`src/rtl/dma4_pkg.sv`:
```
package dma4_pkg;

    typedef enum logic [1:0] {
        SEQ_IDLE = 2'd0,
        SEQ_WAIT = 2'd1,
        SEQ_XFER = 2'd2
    } seq_e;

    typedef enum logic {
        DIR_MEM2DEV = 1'b0,
        DIR_DEV2MEM = 1'b1
    } dir_e;

    typedef struct packed {
        logic mem_rd;
        logic mem_wr;
        logic io_rd;
        logic io_wr;
    } strobe_t;

    // One memory strobe and one I/O strobe per byte, paired by direction.
    function automatic strobe_t strobes_for(input dir_e d);
        strobe_t s;
        s = '0;
        if (d == DIR_MEM2DEV) begin
            s.mem_rd = 1'b1;
            s.io_wr  = 1'b1;
        end else begin
            s.io_rd  = 1'b1;
            s.mem_wr = 1'b1;
        end
        return s;
    endfunction

    function automatic int chan_bits(input int n);
        return (n > 1) ? $clog2(n) : 1;
    endfunction

endpackage

```
`src/rtl/dma4_regs.sv`:
```
module dma4_regs #(
    parameter int NCH  = 4,
    parameter int AW   = 16,
    parameter int CW   = 16,
    parameter int DW   = 8,
    parameter int OFFW = 4,
    parameter int CHW  = 2
) (
    input  logic                     clk,
    input  logic                     rst,
    input  logic                     wr_en,
    input  logic [OFFW-1:0]          wr_off,
    input  logic [DW-1:0]            wr_data,
    input  logic                     step,
    input  logic [CHW-1:0]           step_ch,
    output logic [NCH-1:0][AW-1:0]   addr_o,
    output logic [NCH-1:0][CW-1:0]   cnt_o,
    output logic [NCH-1:0]           dir_o,
    output logic [NCH-1:0]           mask_o
);
    localparam int MODE_OFF = 2 * NCH;
    localparam int AHI      = AW - DW;
    localparam int CHI      = CW - DW;

    logic           hi_q;
    logic [NCH-1:0] dir_q;
    logic           reg_wr;
    logic           mode_wr;

    assign reg_wr  = wr_en && (int'(wr_off) < MODE_OFF);
    assign mode_wr = wr_en && (wr_off == OFFW'(MODE_OFF));

    // Byte pointer and direction bits are shared by all channels.
    always_ff @(posedge clk) begin
        if (rst) begin
            hi_q  <= 1'b0;
            dir_q <= '0;
        end else begin
            if (reg_wr)
                hi_q <= ~hi_q;
            if (mode_wr)
                dir_q <= wr_data[NCH-1:0];
        end
    end

    assign dir_o = dir_q;

    for (genvar g = 0; g < NCH; g++) begin : g_chan
        logic [AW-1:0] a_q;
        logic [CW-1:0] c_q;
        logic          m_q;
        logic          a_sel;
        logic          c_sel;
        logic          hit;

        assign a_sel = wr_en && (wr_off == OFFW'(2 * g));
        assign c_sel = wr_en && (wr_off == OFFW'(2 * g + 1));
        assign hit   = step && (step_ch == CHW'(g));

        always_ff @(posedge clk) begin
            if (rst) begin
                a_q <= '0;
                c_q <= '0;
                m_q <= 1'b1;
            end else begin
                if (a_sel) begin
                    if (hi_q)
                        a_q[AW-1:DW] <= wr_data[AHI-1:0];
                    else
                        a_q[DW-1:0] <= wr_data;
                end else if (hit) begin
                    a_q <= a_q + AW'(1);
                end

                if (c_sel) begin
                    if (hi_q) begin
                        c_q[CW-1:DW] <= wr_data[CHI-1:0];
                        m_q          <= 1'b0;
                    end else begin
                        c_q[DW-1:0] <= wr_data;
                    end
                end else if (hit) begin
                    c_q <= c_q - CW'(1);
                    if (c_q == '0)
                        m_q <= 1'b1;
                end
            end
        end

        assign addr_o[g] = a_q;
        assign cnt_o[g]  = c_q;
        assign mask_o[g] = m_q;
    end

endmodule

```
`src/rtl/dma4_prio.sv`:
```
module dma4_prio #(
    parameter int NCH = 4,
    parameter int CHW = 2
) (
    input  logic [NCH-1:0] req,
    output logic           any,
    output logic [CHW-1:0] idx
);
    // Lowest index wins: scan from the top so the last hit is the smallest.
    always_comb begin
        any = |req;
        idx = '0;
        for (int i = NCH - 1; i >= 0; i--) begin
            if (req[i])
                idx = CHW'(i);
        end
    end
endmodule

```
`src/rtl/dma4_seq.sv`:
```
module dma4_seq
    import dma4_pkg::*;
#(
    parameter int CHW = 2
) (
    input  logic           clk,
    input  logic           rst,
    input  logic           pend_any,
    input  logic [CHW-1:0] pend_idx,
    input  logic           hold_ack,
    input  logic           act_req,
    input  logic           act_last,
    output logic           hold_req,
    output logic           xfer,
    output logic [CHW-1:0] act_idx
);
    seq_e           st_q;
    logic [CHW-1:0] act_q;

    always_ff @(posedge clk) begin
        if (rst) begin
            st_q  <= SEQ_IDLE;
            act_q <= '0;
        end else begin
            unique case (st_q)
                SEQ_IDLE: begin
                    if (pend_any)
                        st_q <= SEQ_WAIT;
                end
                SEQ_WAIT: begin
                    if (!pend_any) begin
                        st_q <= SEQ_IDLE;
                    end else if (hold_ack) begin
                        st_q  <= SEQ_XFER;
                        act_q <= pend_idx;
                    end
                end
                SEQ_XFER: begin
                    if (act_last || !act_req)
                        st_q <= SEQ_IDLE;
                end
                default: st_q <= SEQ_IDLE;
            endcase
        end
    end

    assign hold_req = (st_q != SEQ_IDLE);
    assign xfer     = (st_q == SEQ_XFER);
    assign act_idx  = act_q;
endmodule

```
`src/rtl/dma4_ctrl.sv`:
```
module dma4_ctrl
    import dma4_pkg::*;
#(
    parameter int  NCH  = 4,
    parameter int  AW   = 16,
    parameter int  CW   = 16,
    parameter int  DW   = 8,
    localparam int OFFW = $clog2(2 * NCH + 1),
    localparam int CHW  = chan_bits(NCH)
) (
    input  logic            clk,
    input  logic            rst,
    input  logic            cfg_wr,
    input  logic [OFFW-1:0] cfg_addr,
    input  logic [DW-1:0]   cfg_wdata,
    input  logic [NCH-1:0]  dreq,
    output logic [NCH-1:0]  dack,
    output logic            hold_req,
    input  logic            hold_ack,
    output logic [AW-1:0]   mem_addr,
    output logic            mem_rd,
    output logic            mem_wr,
    output logic            io_rd,
    output logic            io_wr,
    output logic            tc
);
    logic [NCH-1:0][AW-1:0] addr_w;
    logic [NCH-1:0][CW-1:0] cnt_w;
    logic [NCH-1:0]         dir_w;
    logic [NCH-1:0]         mask_w;
    logic [NCH-1:0]         pend;
    logic                   pend_any;
    logic [CHW-1:0]         pend_idx;
    logic                   xfer;
    logic [CHW-1:0]         act;
    logic                   act_last;
    strobe_t                stb;

    dma4_regs #(
        .NCH(NCH), .AW(AW), .CW(CW), .DW(DW), .OFFW(OFFW), .CHW(CHW)
    ) u_regs (
        .clk     (clk),
        .rst     (rst),
        .wr_en   (cfg_wr),
        .wr_off  (cfg_addr),
        .wr_data (cfg_wdata),
        .step    (xfer),
        .step_ch (act),
        .addr_o  (addr_w),
        .cnt_o   (cnt_w),
        .dir_o   (dir_w),
        .mask_o  (mask_w)
    );

    assign pend = dreq & ~mask_w;

    dma4_prio #(.NCH(NCH), .CHW(CHW)) u_prio (
        .req (pend),
        .any (pend_any),
        .idx (pend_idx)
    );

    assign act_last = (cnt_w[act] == '0);

    dma4_seq #(.CHW(CHW)) u_seq (
        .clk      (clk),
        .rst      (rst),
        .pend_any (pend_any),
        .pend_idx (pend_idx),
        .hold_ack (hold_ack),
        .act_req  (dreq[act]),
        .act_last (act_last),
        .hold_req (hold_req),
        .xfer     (xfer),
        .act_idx  (act)
    );

    assign stb      = xfer ? strobes_for(dir_e'(dir_w[act])) : '0;
    assign mem_rd   = stb.mem_rd;
    assign mem_wr   = stb.mem_wr;
    assign io_rd    = stb.io_rd;
    assign io_wr    = stb.io_wr;
    assign dack     = xfer ? (NCH'(1) << act) : '0;
    assign mem_addr = xfer ? addr_w[act] : '0;
    assign tc       = xfer && act_last;
endmodule

```
`config.mk`:
```
export PLATFORM = sky130hd
export DESIGN_NAME = dma4_ctrl
export DESIGN_NICKNAME = d
export VERILOG_FILES = /design/src/rtl/dma4_pkg.sv /design/src/rtl/dma4_regs.sv /design/src/rtl/dma4_prio.sv /design/src/rtl/dma4_seq.sv /design/src/rtl/dma4_ctrl.sv
export SDC_FILE = /design/constraint.sdc
export NUM_CORES = 1
export LEC_CHECK = 0
export CAP_MARGIN = 20
export CORE_UTILIZATION = 45
export CTS_CLUSTER_SIZE = 16
export DETAILED_ROUTE_END_ITERATION = 10
export GPL_ROUTABILITY_DRIVEN = 0
export PLACE_DENSITY = 0.66
export SYNTH_ARGS = -nofsm -noshare
export SYNTH_HDL_FRONTEND = slang
export SYNTH_SLANG_ARGS = --single-unit
```
`constraint.sdc`:
```
create_clock -name clk -period 3.4 [get_ports clk]
set_clock_uncertainty 0.15 [all_clocks]
set_input_delay 0.68 -clock clk [delete_from_list [all_inputs] [get_ports clk]]
set_output_delay 0.68 -clock clk [all_outputs]
set_load 0.05 [all_outputs]
```
**Word-level counts from Yosys, hierarchy flattened**

Cells that the tools add are included.

- Bits in registers: 141
- Output and inout bits: 26

- Bitwise logic cells: 3
- Equality and inequality tests: 32
- Shift operators: 1
- Mux-type cells: 53
- Reductions and logical operators: 61
- Add/sub/neg operators: 8
- Order comparisons: 2

Operator list:

| operator | count |
|---|---|
| 2-to-1 mux 16 bit | 19 |
| logical NOT 16 bit | 5 |
| adder 16 x 1 -> 16 bit, second input constant | 4 |
| binary-select mux 16 bit (select 2 bit) | 2 |
| subtractor 16 x 1 -> 16 bit, second input constant | 4 |
| AND reduction 2 bit | 16 |
| nonzero test 2 bit | 13 |
| != test 2 x 1 -> 1 bit, second input constant | 10 |
| 2-to-1 mux 2 bit | 9 |
| AND reduction 3 bit | 6 |
| equality test 4 x 3 -> 1 bit, second input constant | 4 |
| 2-to-1 mux 1 bit | 16 |
| 2-to-1 mux 8 bit | 2 |
| != test 2 bit, second input constant | 8 |
| logical AND 1 bit | 15 |
| equality test 4 x 2 -> 1 bit, second input constant | 2 |
| 2-to-1 mux 4 bit | 2 |
| equality test 2 bit, second input constant | 3 |
| case mux 2 bit (3 select lines) | 1 |
| AND 4 bit | 1 |
| binary-select mux 1 bit (select 2 bit) | 2 |
| equality test 2 x 1 -> 1 bit, second input constant | 2 |
| equality test 4 x 1 -> 1 bit, second input constant | 1 |
| equality test 4 bit, second input constant | 1 |
| other kinds (11) | 12 |

**Depth between registers and ports, before layout**

Gate-level depths: netlist (run 1).

- Depth after elaboration: 6
- Gate-level depth with buffers: 8

**Hierarchy**

From an unflattened synthesis (run 1), not the netlist that was laid out.

- Cells, all modules: 1,158
- Area total of the unflattened synthesis: 9,265.1 um2

By module, submodules not included:

| module | instances | area an instance (um2) | cells each |
|---|---|---|---|
| dma4_regs | 1 | 8,230.4 | 1,052 |
| dma4_ctrl | 1 | 815.8 | 82 |
| dma4_seq | 1 | 183.9 | 17 |
| dma4_prio | 1 | 35.0 | 7 |

**Worst setup path after synthesis (run 1)**

No wires, ideal clock.

- Path type: reg2out
- Start point: register u_regs.g_chan[0].c_q[10]
- End point: output port tc
- Path buffers: 0
- Cell stages (with the launch flop): 6
- Slack: -0.264 ns
- Arrival: 2.834 ns
- Path through: dfxtp_1 or4_4 or4_1 nor3_2 a311oi_1 a311oi_1

- Longest elaborated chain between the ends: 4

Ends and longest elaborated chain:

| what | RTL line | text |
|---|---|---|
| start: declaration | dma4_regs.sv:50 | `logic [CW-1:0] c_q;` |
| start signal: indexed assignment | dma4_regs.sv:77 | `c_q[CW-1:DW] <= wr_data[CHI-1:0];` |
| start signal: indexed assignment | dma4_regs.sv:80 | `c_q[DW-1:0] <= wr_data;` |
| start signal: assignment | dma4_regs.sv:83 | `c_q <= c_q - CW'(1);` |
| binary-select mux 16 bit (select 2 bit) | dma4_ctrl.sv:63 | `assign act_last = (cnt_w[act] == '0);` |
| 2-to-1 mux 16 bit (not written as such) | dma4_ctrl.sv:63 |  |
| logical NOT 16 bit | dma4_ctrl.sv:63 |  |
| logical AND 1 bit | dma4_ctrl.sv:85 | `assign tc = xfer && act_last;` |
| end: declaration | dma4_ctrl.sv:25 | `output logic tc` |

No other way between the ends. The select of a mux whose other input is x is not followed.

**Worst setup path after layout (run 1)**

- Start point: register u_regs.g_chan[0].c_q[13]
- End point: output port tc

The elaborated chain is that of the path after synthesis.

==> results of run 1 <==
==> sequential cells by signal, indices dropped and copies added, names as in the netlist <==
signal,flops
u_regs.dir_o,4
u_seq.act_idx,2
u_regs.g_chan.c_q,64
u_regs.g_chan.a_q,64
u_regs.hi_q,1
u_seq.st_q,2
u_regs.g_chan.m_q,4
==> logic make-up after synthesis <==
family / Yosys count
compound gates: 430
xor+xnor: 1
fa+ha+maj: 12
buf+inv: 99
flops: 141
mux: 27
simple gates: 545
==> Yosys cell counts, types with 14 or more instances <==
cell	number
dfxtp_1	141
nor2_1	132
a21oi_1	131
o21ai_0	118
nand2_1	105
clkbuf_1	63
nand3_1	60
and3_1	44
nor3_1	38
a211oi_1	25
nor4_1	24
nor2b_1	22
or3_1	18
mux4_2	17
o21ai_1	16
inv_1	15
o31ai_1	14
==> tightest hold or removal path: cells and delay by family (launching register included) <==
kind | cells | cell delay, ns
compound gates | 1 | 0.05
flops | 1 | 0.30
simple gates | 1 | 0.06
==> metal layers <==
| layer | share of wire (%) | vias up | track usage, % |
|---|---|---|---|
| met5 | 0 | - | 0 |
| met4 | 2.9 | 0 | 10.4 |
| met3 | 8.6 | 80 | 5.69 |
| met2 | 45 | 492 | 46.2 |
| met1 | 43 | 4883 | 42.0 |
| li1 | - | 4833 | - |
==> stage by stage <==
stage | area, um^2 | hold WS (ns) | setup TNS (ns)
3_3_place_gp | 10300 | 0.299 | 0
5_1_grt | 11000 | 0.320 | -0.137
2_1_floorplan | 9390 | 0.289 | 0
6_report | 11000 | 0.313 | -0.0782
3_5_place_dp | 10300 | 0.302 | 0
4_1_cts | 10900 | 0.311 | -0.185
==> layout make-up <==
type / instances / area (um^2) / share of cell area, %
multi-input cells: 1015 / 6200 / 56.5
flip-flops and latches: 141 / 2830 / 25.8
repair buffers: 105 / 928 / 8.47
clock buffers: 20 / 467 / 4.26
well taps: 270 / 338 / 3.08
clock inverters: 12 / 136 / 1.24
inverters: 17 / 65.1 / 0.593
==> worst min-delay path by stage <==
stage          slack [ns]                                 start                              endpoint  cells past startpoint
3_3_place_gp         0.30  u_regs.g_chan[0].c_q[9]$_SDFFE_PP0P_  u_regs.g_chan[0].c_q[9]$_SDFFE_PP0P_                      2
4_1_cts              0.31  u_regs.g_chan[0].c_q[9]$_SDFFE_PP0P_  u_regs.g_chan[0].c_q[9]$_SDFFE_PP0P_                      2
3_5_place_dp         0.30  u_regs.g_chan[0].c_q[9]$_SDFFE_PP0P_  u_regs.g_chan[0].c_q[9]$_SDFFE_PP0P_                      2
2_1_floorplan        0.29  u_regs.g_chan[0].c_q[9]$_SDFFE_PP0P_  u_regs.g_chan[0].c_q[9]$_SDFFE_PP0P_                      2
6_report             0.31  u_regs.g_chan[0].c_q[9]$_SDFFE_PP0P_  u_regs.g_chan[0].c_q[9]$_SDFFE_PP0P_                      2
5_1_grt              0.32  u_regs.g_chan[0].c_q[9]$_SDFFE_PP0P_  u_regs.g_chan[0].c_q[9]$_SDFFE_PP0P_                      2
==> power by group through the flow <==
stage	combinational, uW	sequential, uW	clock, uW
6_report	466	1690	1940
3_5_place_dp	449	1720	0
3_3_place_gp	446	1720	0
2_1_floorplan	286	1720	0
5_1_grt	503	1690	2030
4_1_cts	454	1690	1950
==> repair_timing <==
| item | in CTS | in global routing |
|---|---|---|
| hold buffers | 0 | 0 |
| pin swaps | 5 | 3 |
| setup endpoints to repair | 1 | 1 |
| buffers inserted | 1 | 0 |
| resized for setup | 7 | 3 |
==> results.json, run 1 <==
{
  "slew-limit-headroom_pct": 28.2,
  "fp.dieH_um": 146,
  "grt_pass1_wl_um": 51100,
  "min_path_type": "flip-flop to flip-flop",
  "synth_cells": 1255,
  "cp.arrival_ns": 2.65,
  "power_density_nw_per_um2": 373,
  "numPortBuffers": 45,
  "finalHoldViolCount": 0,
  "vdd_drop_max_mv": 0.276,
  "n_fill_cell": 1927,
  "synthXorXnorAreaFrac_pct": 0.0933,
  "internal-power_uw": 2980,
  "async_reset_ff_share_pct": 0,
  "cts.reportedPaths.clkPinSlew_ns": 0.06,
  "core_area_um2": 20400,
  "synth.area.top_cells": "dfxtp_1 30%, a21oi_1 7.0%, o21ai_0 6.3%",
  "route.vias.total": 10300,
  "cts_sinks": 141,
  "rrSetupSlack_ns": 0.65,
  "setup_viol": 1,
  "layout_commonest_cell": "dfxtp_1",
  "violations": "negative setup slack",
  "synth-main-ff-cell": "dfxtp_1",
  "crit_cells": 6,
  "pwr-share-seq_pct": 41.2,
  "fin_crit_ns": 3.48,
  "start_util_pct": 46.1,
  "drtPass1Iterations": 7,
  "instances_no_fill": 1580,
  "r2r_cells": 6,
  "synth_largest_area_cell": "dfxtp_1",
  "drt_iter0_markers": 1412,
  "pwr-share-clk_pct": 47.4,
  "cts_buffers": 17,
  "cp.required_ns": 2.57,
  "syn_avg_cell_area_um2": 7.48,
  "htreeDepth": 4,
  "ys_types": 88,
  "drc_errors": 0,
  "ant_nets": 0,
  "chipWidth_um": 146,
  "ys.warnings.count": 0,
  "slowest_stage": "or4_4",
  "cap_violations": 0,
  "p_leak_uw": 0.00390,
  "clk_latency_ns": 0.43,
  "worst-path-buf-inv": 1,
  "place_ws_ns": 0.255,
  "track_usage_pct": 30.1,
  "route.detailed.wl_per_inst_um": 20.3,
  "yosys.area_share.simple_pct": 30.4,
  "path_max_fanout": 2,
  "antennaDiodeCount": 0,
  "rows": 52,
  "start_kind": "flip-flop",
  "die_area_um2": 21400,
  "syn_nets": 1287,
  "ys_seq_elements": 141,
  "area_growth_pct": 16.8,
  "drive_gt1_share_pct": 13.9,
  "rsz0062_at_grt": "true",
  "outcome": "finished, violations left",
  "worst_slew_pin_slew_ns": 1.08,
  "cts-root-buf": "clkbuf_16",
  "antenna_found_initial": 0,
  "muxShareOfSynthArea_pct": 5.17,
  "dp.cells": 1547,
  "ioPinCount": 46,
  "cts_buffer_depth": 2,
  "yosysSeqAreaShare_pct": 30.1,
  "synth_edf_count": 0,
  "netlist_area_um2": 9380,
  "crit_type": "flip-flop to output port",
  "dpl.hpwl_um": 22000,
  "cp_cell_sequence": "or4_4 -> or4_4 -> nor3_4 -> a311oi_2 -> a311oi_2 -> clkbuf_16",
  "layout_common_cells": "137 x dfxtp_1, 132 x nor2_1, 131 x a21oi_1, 118 x o21ai_0, 105 x nand2_1",
  "synth_compound_area_share_pct": 28.4,
  "p_switching_uw": 1110,
  "overflow": 0,
  "fin_ws_ns": -0.0782,
  "worstSetupEndpoint": "tc",
  "maxClockFrequency_mhz": 288,
  "total_power_uw": 4090,
  "critPathLaunch": "u_regs.g_chan[0].c_q[13]$_SDFFE_PP0P_",
  "cp_slowest_stage_delay_ns": 0.54,
  "p_sw_share_pct": 27.2,
  "power_frac_comb_pct": 11.4,
  "cp_top_family": "simple AND/OR/NAND/NOR gates",
  "slew_violations": 0,
  "grt_max_degree": 68,
  "synth_top_area_share_pct": 30.1,
  "synth_top_family_by_area": "simple AND/OR/NAND/NOR gates",
  "via_per_inst": 6.51,
  "synthAdderAreaFrac_pct": 1.60,
  "cts_tree": "built",
  "fin_util_pct": 53.8,
  "finalNetCount": 1329,
  "r2r-start": "u_seq.act_idx[1]$_SDFFE_PP0P_",
  "grt_pass1_vias": 9234,
  "cp-end-kind": "output port",
  "r2r_end": "u_regs.g_chan[2].c_q[4]$_SDFFE_PP0P_",
  "fin_crit_sh_pct": 102,
  "wl_um": 32100
}
Power figures use the tool's default switching activity.
==> run 2, diff against run 1 <==
--- a/config.mk
+++ b/config.mk
@@ -6,11 +6,11 @@
 export NUM_CORES = 1
 export LEC_CHECK = 0
 export CAP_MARGIN = 20
-export CORE_UTILIZATION = 45
+export CORE_UTILIZATION = 25
 export CTS_CLUSTER_SIZE = 16
 export DETAILED_ROUTE_END_ITERATION = 10
 export GPL_ROUTABILITY_DRIVEN = 0
-export PLACE_DENSITY = 0.66
+export PLACE_DENSITY = 0.44
 export SYNTH_ARGS = -nofsm -noshare
 export SYNTH_HDL_FRONTEND = slang
 export SYNTH_SLANG_ARGS = --single-unit
==> run 2 against run 1 <==
Compared with the run above: the run now ends clean; first-iteration DRC count fell by 37%; register-to-register slack got worse by 0.08 ns; count of clock-buffer cells in the layout rose by 2.
==> results.json, run 2 (same netlist as run 1, synthesis figures left out) <==
{
  "outcome": "completed",
  "cts_tree": "built",
  "drt_iter0_markers": 885,
  "p_leak_uw": 0.00398,
  "cap_violations": 0,
  "antenna_found_initial": 0,
  "min_path_cells": 2,
  "top_regs": "u_regs.g_chan.a_q (64), u_regs.g_chan.c_q (64)",
  "drtPass1Iterations": 5,
  "maxClockFrequency_mhz": 295,
  "final_cell_area_um2": 11400,
  "cp.required_ns": 2.57,
  "cts-root-buf": "clkbuf_16",
  "drc_errors": 0,
  "rsz0062_at_grt": "true",
  "cts_sinks": 141,
  "finalHoldViolCount": 0,
  "route.vias.total": 10100,
  "start_kind": "flip-flop",
  "slowest_stage": "or4_4",
  "finalNetCount": 1336,
  "htreeDepth": 4,
  "rrSetupSlack_ns": 0.57,
  "ant_nets": 0,
  "fin_ws_ns": 0.0117,
  "start_util_pct": 25.5,
  "drive_gt1_share_pct": 13.9,
  "crit_type": "flip-flop to output port",
  "antennaDiodeCount": 0,
  "place_ws_ns": 0.204,
  "cts_hold_buf": 0,
  "n_fill_cell": 3952,
  "via_per_inst": 5.68,
  "cts.reportedPaths.clkPinSlew_ns": 0.06,
  "ioPinCount": 46,
  "clk_latency_ns": 0.45,
  "r2r_end": "u_regs.g_chan[1].a_q[5]$_SDFFE_PP0P_",
  "slew-limit-headroom_pct": 45.5,
  "chipWidth_um": 196,
  "placed_cell_area_um2": 10800,
  "setup_viol": 0,
  "fin_crit_sh_pct": 99.7,
  "cp_slowest_stage_delay_ns": 0.54,
  "path_max_fanout": 2,
  "route.detailed.wl_per_inst_um": 20.5,
  "cp-end-kind": "output port",
  "cts_buffer_depth": 2,
  "power_density_nw_per_um2": 354,
  "layout_commonest_cell": "dfxtp_1",
  "slew_violations": 0,
  "fp.dieH_um": 196,
  "r2r_cells": 7,
  "total_power_uw": 4050,
  "overflow": 0,
  "cp_cell_sequence": "or4_4 -> or4_4 -> nor3_4 -> a311oi_2 -> a311oi_2 -> buf_12",
  "grt_max_degree": 62,
  "grt_pass1_vias": 9624,
  "core_area_um2": 36800,
  "numPortBuffers": 45,
  "track_usage_pct": 19.3,
  "dpl.hpwl_um": 26000,
  "worst_slew_pin_slew_ns": 0.808,
  "cp.arrival_ns": 2.56,
  "wl_um": 36700,
  "rows": 70,
  "layout_common_cells": "138 x dfxtp_1, 132 x nor2_1, 131 x a21oi_1, 118 x o21ai_0, 105 x nand2_1",
  "r2r-start": "u_seq.act_idx[1]$_SDFFE_PP0P_",
  "critPathLaunch": "u_regs.g_chan[0].c_q[13]$_SDFFE_PP0P_",
  "grt_pass1_wl_um": 57300,
  "worstHoldStart": "u_regs.g_chan[0].c_q[9]$_SDFFE_PP0P_",
  "vdd_drop_max_mv": 0.238,
  "min_to": "u_regs.g_chan[0].c_q[9]$_SDFFE_PP0P_",
  "min_path_type": "flip-flop to flip-flop",
  "fin_crit_ns": 3.39,
  "cts_buffers": 17,
  "die_area_um2": 38300,
  "area_growth_pct": 21.8
}
[run 2: metrics by stage]
step	util, %	hold WS (ns)	std cells	TNS (ns)
CTS	31.0	0.314	1784	-0.126
global route	31.1	0.340	1784	-0.0654
finish	31.1	0.317	1784	0
floorplan	-	0.289	1255	0
global placement	29.4	0.300	1750	0
detailed placement	29.4	0.306	1750	0
[run 2: repair_timing]
| action | in CTS | in global routing |
|---|---|---|
| hold endpoints to repair | 0 | 0 |
| setup buffers | 3 | 0 |
| resized for setup | 5 | 2 |
| endpoints found under the setup margin | 1 | 1 |
| pin swaps | 5 | 3 |
[run 2: critical path: cells and delay by family, from the launching register on]
kind,cells,cell delay [ns]
and+or+nand+nor,3,1.20
buffers and inverters,1,0.18
DFF,1,0.32
AOI/OAI and AO/OA,2,0.40
[run 2: power breakdown]
part	internal, uW	switching [uW]
sequential	1670	19.3
clock	1090	791
combinational	179	309
[run 2: how the worst max path moves through the flow]
stage,depth (start not counted),end
final,6,tc
after global routing,6,tc
after CTS,6,tc
after detailed placement,6,tc
after global placement,7,u_regs.g_chan[1].c_q[1]$_SDFFE_PP0P_
after floorplan,5,tc
[run 2: area by class of cell]
| type | instances | area, um^2 | share of cell area, % |
|---|---|---|---|
| clock buffer | 22 | 454 | 3.97 |
| sequential | 141 | 2830 | 24.7 |
| multi-input combinational | 1015 | 6200 | 54.3 |
| inverter | 17 | 65.1 | 0.569 |
| timing repair buffer | 112 | 1200 | 10.5 |
| clock inverter | 9 | 95.1 | 0.832 |
| tap | 468 | 586 | 5.12 |
[run 2: metal layers]
| layer | vias up | part of all wire, % | track usage, % | wire, um |
|---|---|---|---|---|
| met5 | - | 0 | 0 | 0 |
| met4 | 0 | 2.5 | 6.63 | 900 |
| met3 | 58 | 6.1 | 2.92 | 2220 |
| met2 | 351 | 45 | 29.8 | 16400 |
| met1 | 4888 | 47 | 27.2 | 17200 |
| li1 | 4830 | - | - | - |
==> run 3, diff against run 2 <==
--- a/config.mk
+++ b/config.mk
@@ -11,6 +11,7 @@
 export DETAILED_ROUTE_END_ITERATION = 10
 export GPL_ROUTABILITY_DRIVEN = 0
 export PLACE_DENSITY = 0.44
+export SLEW_MARGIN = 20
 export SYNTH_ARGS = -nofsm -noshare
 export SYNTH_HDL_FRONTEND = slang
 export SYNTH_SLANG_ARGS = --single-unit
==> results of run 3 <==
The final DEF is identical to that of run 2; final timing and power are the same.
